===== src/rtl/i2s_tx_pkg.sv =====
package i2s_tx_pkg;

    localparam int SLOT_BITS  = 32;
    localparam int POS_W      = 6;
    localparam int SAMPLE_W   = 16;
    localparam logic [POS_W-1:0] POS_LEFT  = 6'd0;
    localparam logic [POS_W-1:0] POS_RIGHT = 6'd32;
    localparam logic [POS_W-1:0] POS_IDLE  = 6'd63;

    typedef enum logic [2:0] {
        SZ_BYTE = 3'd0,
        SZ_HALF = 3'd1
    } size_code_e;

    typedef struct packed {
        logic       msbj;
        logic       mono;
        logic [2:0] size;
    } fmt_t;

    typedef struct packed {
        logic tick;
        logic level;
    } bclk_t;

    // Place the sample at the top of the slot; the lower slot bits stay zero.
    function automatic logic [SLOT_BITS-1:0] align_sample(
        input logic [SAMPLE_W-1:0] d, input logic [2:0] code);
        logic [SLOT_BITS-1:0] w;
        if (code == SZ_BYTE) w = {d[7:0], 24'd0};
        else                 w = {d[15:0], 16'd0};
        return w;
    endfunction

    // Serial bit for slot position b. In I2S mode the MSB is delayed by one bit.
    function automatic logic slot_bit(
        input logic [SLOT_BITS-1:0] w, input logic [4:0] b, input logic msbj);
        logic [5:0] ix;
        ix = 6'd31 - {1'b0, b} + {5'd0, ~msbj};
        if (!msbj && b == 5'd0) return 1'b0;
        return w[ix[4:0]];
    endfunction

endpackage


===== src/rtl/i2s_bclk_gen.sv =====
module i2s_bclk_gen
    import i2s_tx_pkg::*;
#(
    parameter int DIV_W = 4
) (
    input  logic             clk,
    input  logic             rst,
    input  logic             en,
    input  logic             drive,
    input  logic [DIV_W-1:0] div_sel,
    input  logic             bclk_in,
    output bclk_t            bc
);
    localparam logic [DIV_W-1:0] DIV_MIN = DIV_W'(1);

    logic [DIV_W-1:0] cnt, cnt_nxt, dv_eff;
    logic [DIV_W:0]   period, lo_len;
    logic             lvl_q, ext_q, master_on, tick_m, tick_s;

    assign master_on = en & drive;
    assign dv_eff    = (div_sel == '0) ? DIV_MIN : div_sel;
    assign period    = {1'b0, dv_eff} + 1'b1;
    assign lo_len    = period >> 1;
    assign tick_m    = master_on & (cnt == dv_eff);
    assign cnt_nxt   = (cnt == dv_eff) ? '0 : cnt + 1'b1;
    assign tick_s    = en & ~drive & ext_q & ~bclk_in;

    always_ff @(posedge clk) begin
        if (rst || !master_on) begin
            cnt   <= '0;
            lvl_q <= 1'b0;
        end else begin
            cnt   <= cnt_nxt;
            lvl_q <= ({1'b0, cnt_nxt} >= lo_len);
        end
    end

    always_ff @(posedge clk) begin
        if (rst) ext_q <= 1'b0;
        else     ext_q <= bclk_in;
    end

    assign bc.tick  = tick_m | tick_s;
    assign bc.level = lvl_q;

endmodule


===== src/rtl/i2s_frame_ctl.sv =====
module i2s_frame_ctl
    import i2s_tx_pkg::*;
(
    input  logic             clk,
    input  logic             rst,
    input  logic             en,
    input  logic             fs_drive,
    input  logic             tick,
    input  logic             fs_in,
    output logic [POS_W-1:0] pos_nxt,
    output logic             step,
    output logic             fs_out
);
    logic [POS_W-1:0] pos;
    logic             synced, synced_nxt, fs_prev, fs_q;

    always_comb begin
        pos_nxt    = pos;
        synced_nxt = synced;
        if (fs_drive) begin
            pos_nxt    = pos + 1'b1;
            synced_nxt = 1'b1;
        end else if (fs_prev && !fs_in) begin
            pos_nxt    = POS_LEFT;
            synced_nxt = 1'b1;
        end else if (synced && !fs_prev && fs_in) begin
            pos_nxt    = POS_RIGHT;
        end else if (synced) begin
            pos_nxt    = pos + 1'b1;
        end
    end

    assign step = tick & synced_nxt;

    always_ff @(posedge clk) begin
        if (rst || !en) begin
            pos     <= POS_IDLE;
            synced  <= 1'b0;
            fs_prev <= 1'b0;
            fs_q    <= 1'b0;
        end else if (tick) begin
            pos     <= pos_nxt;
            synced  <= synced_nxt;
            fs_prev <= fs_in;
            fs_q    <= fs_drive & synced_nxt & pos_nxt[POS_W-1];
        end
    end

    assign fs_out = fs_q;

endmodule


===== src/rtl/i2s_slot_data.sv =====
module i2s_slot_data
    import i2s_tx_pkg::*;
(
    input  logic                clk,
    input  logic                rst,
    input  logic                en,
    input  logic                step,
    input  logic [POS_W-1:0]    pos_nxt,
    input  fmt_t                fmt,
    input  logic                in_valid,
    input  logic [SAMPLE_W-1:0] in_data,
    output logic                in_ready,
    output logic                sdata,
    output logic                underrun
);
    logic [SLOT_BITS-1:0] wl, wr, wl_nxt, wr_nxt, fetched, cur;
    logic                 at_left, at_right, need, bit_nxt, sd_q, ur_q;

    assign at_left  = step & (pos_nxt == POS_LEFT);
    assign at_right = step & (pos_nxt == POS_RIGHT);
    assign need     = at_left | (at_right & ~fmt.mono);
    assign fetched  = in_valid ? align_sample(in_data, fmt.size) : '0;

    always_comb begin
        wl_nxt = wl;
        wr_nxt = wr;
        if (at_left) begin
            wl_nxt = fetched;
            if (fmt.mono) wr_nxt = fetched;
        end
        if (at_right && !fmt.mono) wr_nxt = fetched;
        cur     = pos_nxt[POS_W-1] ? wr_nxt : wl_nxt;
        bit_nxt = slot_bit(cur, pos_nxt[4:0], fmt.msbj);
    end

    always_ff @(posedge clk) begin
        if (rst || !en) begin
            wl   <= '0;
            wr   <= '0;
            sd_q <= 1'b0;
            ur_q <= 1'b0;
        end else begin
            wl   <= wl_nxt;
            wr   <= wr_nxt;
            ur_q <= need & ~in_valid;
            if (step) sd_q <= bit_nxt;
        end
    end

    assign in_ready = need;
    assign sdata    = sd_q;
    assign underrun = ur_q;

endmodule


===== src/rtl/i2s_tx_serializer.sv =====
module i2s_tx_serializer
    import i2s_tx_pkg::*;
#(
    parameter int DIV_W = 4
) (
    input  logic                clk,
    input  logic                rst,
    input  logic                en,
    input  logic [DIV_W-1:0]    div_sel,
    input  logic [2:0]          size_sel,
    input  logic                fmt_msbj,
    input  logic                mono,
    input  logic                bclk_drive,
    input  logic                fs_drive,
    input  logic                bclk_in,
    input  logic                fs_in,
    input  logic                in_valid,
    input  logic [SAMPLE_W-1:0] in_data,
    output logic                in_ready,
    output logic                bclk_out,
    output logic                bclk_oe,
    output logic                fs_out,
    output logic                fs_oe,
    output logic                sdata_out,
    output logic                underrun
);
    bclk_t            bc;
    fmt_t             fmt;
    logic [POS_W-1:0] pos_nxt;
    logic             step;

    assign fmt = '{msbj: fmt_msbj, mono: mono, size: size_sel};

    i2s_bclk_gen #(.DIV_W(DIV_W)) u_bclk (
        .clk     (clk),
        .rst     (rst),
        .en      (en),
        .drive   (bclk_drive),
        .div_sel (div_sel),
        .bclk_in (bclk_in),
        .bc      (bc)
    );

    i2s_frame_ctl u_frame (
        .clk      (clk),
        .rst      (rst),
        .en       (en),
        .fs_drive (fs_drive),
        .tick     (bc.tick),
        .fs_in    (fs_in),
        .pos_nxt  (pos_nxt),
        .step     (step),
        .fs_out   (fs_out)
    );

    i2s_slot_data u_slot (
        .clk      (clk),
        .rst      (rst),
        .en       (en),
        .step     (step),
        .pos_nxt  (pos_nxt),
        .fmt      (fmt),
        .in_valid (in_valid),
        .in_data  (in_data),
        .in_ready (in_ready),
        .sdata    (sdata_out),
        .underrun (underrun)
    );

    assign bclk_out = bc.level;
    assign bclk_oe  = bclk_drive & en;
    assign fs_oe    = fs_drive & en;

endmodule


===== config.mk =====
export PLATFORM = sky130hd
export DESIGN_NAME = i2s_tx_serializer
export DESIGN_NICKNAME = d
export VERILOG_FILES = /design/src/rtl/i2s_tx_pkg.sv /design/src/rtl/i2s_bclk_gen.sv /design/src/rtl/i2s_frame_ctl.sv /design/src/rtl/i2s_slot_data.sv /design/src/rtl/i2s_tx_serializer.sv
export SDC_FILE = /design/constraint.sdc
export NUM_CORES = 1
export LEC_CHECK = 0
export ABC_AREA = 1
export BUFFER_PORTS_ARGS = -buffer_cell sky130_fd_sc_hd__buf_4
export CORE_ASPECT_RATIO = 1.5
export CORE_UTILIZATION = 50
export CTS_CLUSTER_SIZE = 40
export DETAILED_ROUTE_END_ITERATION = 8
export GPL_TIMING_DRIVEN = 0
export HOLD_SLACK_MARGIN = 0.02
export PLACE_DENSITY = 0.71
export SLEW_MARGIN = 20
export SYNTH_ARGS = -nofsm -noshare
export SYNTH_HDL_FRONTEND = slang
export SYNTH_SLANG_ARGS = --single-unit

===== constraint.sdc =====
create_clock -name clk -period 2.7 [get_ports clk]
set_input_delay 0.27 -clock clk [delete_from_list [all_inputs] [get_ports clk]]
set_output_delay 0.27 -clock clk [all_outputs]
set_load 0.005 [all_outputs]

After elaboration in Yosys (flattened, before gate mapping). Cells that the tools add are included. Widths: inputs -> output; s select.

$add $sub $neg: 5. $lt $le $gt $ge: 2. Equal/unequal tests: 2. Muxes and demuxes: 20. Bitwise logic cells: 20. Reduce and logical (&&, ||, !) cells: 17.

Operators by type and width (number): $mux 32 (7); $mux 6 (4); $and 1x1->1 (13); $mux 4 (2); $add 6x1->6 const B (1); $eq 6x6->1 const B (1); $logic_not 1->1 (6); $logic_not 6->1 (1); $lt 5x6->1 const B (1); $mux 1 (6); $add 4x1->5 const B (1); $add 5x1->5 (1); $bmux 1 s5 (1); $logic_and 1x1->1 (5); $logic_not 5->1 (1); $not 1->1 (5); $sub 5x5->5 const A (1); $add 4x1->4 const B (1); $eq 4x4->1 (1); $ge 4x4->1 (1); $logic_not 4->1 (1); $logic_not 3->1 (1); $logic_or 1x1->1 (2); $or 1x1->1 (2).

Flip-flop bits (word level): 81. Input bits: 33. Output and inout port bits: 7. Logic and storage cells: 77.

Longest topological paths before layout.
Depth after elaboration: 14. Gate-level depth with buffers: 26. Mapped depth without buffers: 25.

Hierarchy. Synthesis repeated with hierarchy kept, for this count alone.

Cell total of the unflattened synthesis: 729. Area, all modules: 4610.7 um2.

Modules (own cells, without submodules): i2s_slot_data (times used 1, cells an instance 563, area an instance 3493.4 um2, sequential area each 1321.3 um2); i2s_frame_ctl (times used 1, cells an instance 88, area an instance 599.3 um2, sequential area each 180.2 um2); i2s_bclk_gen (times used 1, cells an instance 74, area an instance 503.0 um2, sequential area each 120.1 um2); i2s_tx_serializer (times used 1, cells an instance 4, area an instance 15.0 um2, sequential area each 0.0 um2).

Worst setup path after synthesis. No wires, ideal clock.

Path type: register -> register. Start: register u_frame.pos[0]. End: register u_slot.sd_q, in the netlist u_slot.sdata. Library setup time: 0.131 ns. Data arrival time: 2.308 ns. Required time: 2.569 ns. Setup slack: 0.262 ns. Stages on the path, launching flop included: 25. Path buffers: 2. Clock period less this slack: 2.438 ns. Path through: dfxtp_1 -> ha_1 -> nand2_1 -> inv_1 -> nor2_1 -> nor2_2 -> nor2_1 -> nor2_2 -> nand2_4 -> nor2_8 -> nand2_2 -> buf_6 -> buf_6 -> nand2_1 -> nand2_1 -> nand2_1 -> nand3_1 -> nand2_1 -> nand3_1 -> nand3_1 -> nand2_1 -> nand2_1 -> nand3_1 -> nand2_1 -> a21oi_2.

Word-level cells in the longest chain between the ends: 13. Elaborated cells between the ends (all ways): 22.

RTL lines: from (decl) (line i2s_frame_ctl.sv:14) `logic [POS_W-1:0] pos;`; from (signal assigned) (line i2s_frame_ctl.sv:42) `pos <= pos_nxt;`; $add 6x1->6 (line i2s_frame_ctl.sv:21, i2s_frame_ctl.sv:29); $mux 6 (line i2s_frame_ctl.sv:28) `end else if (synced) begin`; $mux 6 (line i2s_frame_ctl.sv:26) `end else if (synced && !fs_prev && fs_in) begin`; $mux 6 (line i2s_frame_ctl.sv:23) `end else if (fs_prev && !fs_in) begin`; $mux 6 * (line i2s_frame_ctl.sv:20) `if (fs_drive) begin`; parallel branches: the longest is 7 deep, another holds $sub 5x5->5; $mux 1 * (line i2s_tx_pkg.sv:41) `return w[ix[4:0]];`; to (signal assigned) (line i2s_slot_data.sv:46) `if (step) sd_q <= bit_nxt;`; to (decl) (line i2s_slot_data.sv:17) `logic at_left, at_right, need, bit_nxt, sd_q, ur_q;`.

Every way passes the cells marked *. The select of a mux whose other input is x is not followed. A chain may end at the register's enable or synchronous reset.

Final worst setup path.
Start: register u_frame.fs_prev. End: register u_slot.sd_q, in the netlist u_slot.sdata.

Word-level cells in the longest chain between the ends: 14. Elaborated cells between the ends (all ways): 27.

RTL lines: from (decl) (line i2s_frame_ctl.sv:15) `logic synced, synced_nxt, fs_prev, fs_q;`; from (signal assigned) (line i2s_frame_ctl.sv:44) `fs_prev <= fs_in;`; parallel branches: the longest is 14 deep, another holds $sub 5x5->5.

Several ways; the timed one is not identified. The select of a mux whose other input is x is not followed.

==> out/results.md <==
### Timing
- **Relative slew margins** 53.16%
- **post-route clock skew** 0.006981 ns
- **setup TNS** -0.1128 ns
- **setup repair after global routing missed its margin** yes
- **min Tclk post-route** 2.813 ns
- **share of the cycle needed by the critical path after routing** 104.2%
- **Least-Margin Pin Slew** 0.6975 ns
- **max-slew violation count** 0
- **# setup viols final** 1
- **Setup WS post-layout** -0.1128 ns
- **upper clock frequency limit** 355.5 MHz
- **Hold Vio Cnt, Final** 0

### Clock tree
- **Clock Path Buffers** 2
- **number of H-tree levels** 3
- **CTS Sinks** 81
- **clock transition at the registers of the reported paths** 0.06 ns
- **TritonCTS clock tree** yes
- **clock latency at the later pin of the worst-skew pair** 0.35 ns
- **CTS root buffer** clkbuf_16
- **clock buffer count from CTS** 9

### Worst setup path
- **crit-path cells** nand2_1, nand2_1, nor2_2, nand2_1, nand2_1, inv_1, ha_1, xnor2_1, inv_1, nand3_1, nand3_2, nand2_2, a21oi_2, nand2_1, a21oi_2
- **Crit Path Category** flop to flop
- **stage delay of the slowest cell on the critical path** 0.59 ns
- **data required time of the worst path** 2.91 ns
- **reg2reg setup slack** -0.11 ns
- **Reg-to-Reg End** u_slot.sdata
- **path depth of the worst reg2reg path** 15
- **critical path's most frequent cell** nand2_1
- **kind of launch point of the worst setup path** flop
- **maximum fanout along the worst path** 5
- **Arrival @ worst endpoint** 3.03 ns
- **reg-to-reg startpoint** u_frame.fs_prev
- **critical path capture point type** flop
- **critical path's slowest cell** xnor2_1

### Layout
- **post-layout utilization of the core** 67.14%
- **ratio of cells with drive above 1 in the final layout** 24.72%
- **fill cell count** 871
- **final antenna diode count** 0
- **nets@finish** 927
- **area added between synthesis and finish** 30.46%

### GRT
- **maximum number of pins on one net before global-route repair** 14
- **global routing met3 resource utilization** 4.175%
- **antenna violations before repair** 0
- **GR Util met2** 51.69%
- **global-route layer with the greatest usage** met2
- **number of global-route vias before repair** 5102
- **GRT Total Usage** 28.62%
- **global-route wire length before repair** 23790 um
- **met1 Usage GRT** 32.76%
- **GRT Residual Overflow** 0

### Logic synthesis
- **top_reg_cell synth** dfxtp_1
- **number of flops mapped to enable cells by yosys** 0
- **cell area after technology mapping** 4986 um^2
- **portion of the post-synthesis area used by sequential elements** 32.52%
- **average size of a mapped cell** 6.171 um^2
- **net count after synthesis** 849
- **fraction of synthesis flops using an asynchronous set or reset pin** 0%
- **synthesized flop and latch total** 81
- **number of synthesis warnings** 0
- **number of distinct standard cells referenced by the synthesized netlist** 33
- **cell count after synthesis** 808

### Place
- **dpl ws** -0.3285 ns
- **DP HPWL** 10590 um
- **count of input and output buffers** 36
- **gpl congestion** 0.8927

### Run
- **MaxCap Viol Count** 0

### Pwr
- **Max VDD drop** 0.0003610 V
- **leak pwr** 3.168 nW
- **power density relative to cell area** 458.3 nW/um^2

### Floorplan
- **Die W** 83.54 um
- **Cell Rows** 44
- **area enclosed by the die boundary** 10380 um^2
- **die outline height** 124.3 um
- **top-level I/O count** 40
- **core footprint** 9689 um^2
- **starting utilization of the core area** 51.46%

### Worst hold path
- **Hold/Removal Path Class** input port to flop
- **beginning of the worst hold path** rst
- **Hold Path Cell Cnt** 2
- **Hold Path End** u_bclk.ext_q

### Outcome
- **result of the run** finished, violations left
- **failing checks** setup timing

### Drt
- **number of iterations in the first detailed-routing pass** 8
- **Starting DRT DRC Count** 392
- **final routed DRC violation total** 0
- **routed wirelength normalized by instance count** 15.53 um
- **Routed Wire Length** 15610 um
- **routed vias/inst** 5.573
- **number of routed nets with antenna violations** 0
- **total number of vias** 5601

==> per-stage QoR <==
stage / total power, mW / instances / hold slack [ns] / cell area, um^2
floorplan: 1.532 / 808 / 0.3424 / 4986
global route: 3.094 / 1005 / 0.1049 / 6505
finish: 2.981 / 1005 / 0.09704 / 6505
CTS: 2.936 / 991 / 0.09733 / 6008
global placement: 1.673 / 959 / 0.4264 / 5400
detailed placement: 1.676 / 959 / 0.4296 / 5400
==> what timing repair did <==
item                                    in CTS  in global routing
buffers inserted                            19                 12
endpoints found under the setup margin       2                  2
resized for setup                           48                108
pin swaps                                   21                 43
cloned                                       1                  3
hold buffers                                 0                  0
==> cell families (layout without fill, tap and decap cells) <==
logic type,count (synthesis),after routing,synth area share [%]
and+or+nand+nor,491,491,43.16
buffers and inverters,132,214,11.04
adders and majority gates,8,8,2.008
xor gates and xnor gates,10,10,1.757
AOI/OAI and AO/OA,86,86,9.511
DFF,81,81,32.52
==> how the worst max path moves through the flow <==
stage	slack [ns]	depth (start not counted)	endpoint	from
after global placement	-0.31	20	u_slot.sdata	u_frame.synced
after CTS	0.005	21	u_slot.sdata	u_frame.pos[2]
after global routing	-0.32	15	u_slot.sdata	u_frame.fs_prev
after detailed placement	-0.33	25	u_slot.sdata	u_frame.pos[0]
after floorplan	0.26	24	u_slot.sdata	u_frame.pos[0]
final	-0.11	15	u_slot.sdata	u_frame.fs_prev
==> registers in the layout, summed over array words and instances, names as in the netlist <==
name and cells:
u_frame.fs_prev 1, u_slot.sdata 1, u_slot.wr 32, u_bclk.cnt 4
u_frame.synced 1, u_frame.pos 6, u_frame.fs_out 1, u_slot.wl 32
u_bclk.lvl_q 1, u_bclk.ext_q 1, u_slot.underrun 1
==> critical path, delay by kind of cell (launching register included) <==
kind	cells	cell delay (ns)
AO/OA/AOI/OAI	2	0.10
XOR/XNOR	1	0.59
AND/OR/NAND/NOR	9	1.13
adder cells (fa/ha/maj)	1	0.22
buffers and inverters	2	0.28
flip-flops	1	0.36
==> layer usage <==
metal / share of wire [%] / up-vias
met4: 3.6 / 0
met2: 52 / 203
met1: 39 / 2619
met3: 5.2 / 42
li1: - / 2737
met5: 0 / -
==> layout by cell type, fill, tap and decap left out, types with 3 or more instances in the layout <==
| cell | count |
|---|---|
| nand3_2 | 31 |
| inv_1 | 85 |
| nand2_4 | 11 |
| nand3b_1 | 7 |
| xnor2_1 | 4 |
| xor2_1 | 6 |
| clkbuf_1 | 18 |
| nand2_2 | 28 |
| clkbuf_2 | 3 |
| dfxtp_1 | 74 |
| nand4_1 | 3 |
| nor2_2 | 5 |
| buf_6 | 14 |
| nand2_1 | 207 |
| ha_1 | 6 |
| buf_12 | 3 |
| buf_2 | 5 |
| nor3_1 | 4 |
| buf_4 | 62 |
| o21ai_0 | 21 |
| nor2_4 | 9 |
| nand3_1 | 102 |
| a21oi_2 | 3 |
| a21oi_1 | 47 |
| nor2_1 | 69 |
| nor3b_1 | 4 |
| clkbuf_16 | 9 |
| or2_2 | 8 |
| dfxtp_2 | 5 |
| o211ai_1 | 7 |
==> cells in the mapped netlist, types with 2 or more instances <==
cell      number  area (um^2)
nand3b_1       7        52.55
or2_2          8        50.05
a21oi_1       49        245.2
nor3_1         4        20.02
nand2_2        5        31.28
clkbuf_1      24        90.09
nand3_2        2        20.02
xnor2_1        4        35.03
o21ai_0       22        110.1
dfxtp_1       81         1622
nand3_1      133        665.6
nand2_1      240        900.9
ha_1           8        100.1
a21oi_2        2        17.52
nor2_2         5        31.28
xor2_1         6        52.55
nand4_1        3        18.77
nor3b_1        4        30.03
buf_2          8        40.04
o21ai_1        2        10.01
buf_1          3        11.26
o21a_1         2        15.01
buf_6          6        67.56
nor2_1        77        289.0
o211ai_1       7        52.55
inv_2          3        11.26
inv_1         87        326.6
==> layout make-up <==
cell class                      count  area [um^2]  share of cell area (%)
Multi-Input combinational cell    595         3228                   49.62
Sequential cell                    81         1635                   25.14
Timing Repair Buffer               71        600.6                   9.233
Inverter                           91        350.3                   5.386
Buffer                             37        251.5                   3.866
Clock buffer                       11        242.7                   3.731
Tap cell                          115        143.9                   2.212
Clock inverter                      4        52.55                  0.8078
==> where the power goes <==
part | internal, mW | leakage, nW | switching [mW]
logic | 0.196 | 2.37 | 0.339
registers | 1.20 | 0.652 | 0.00381
clock network | 0.740 | 0.146 | 0.506
total | 2.13 | 3.17 | 0.849
Power figures use the tool's default switching activity.
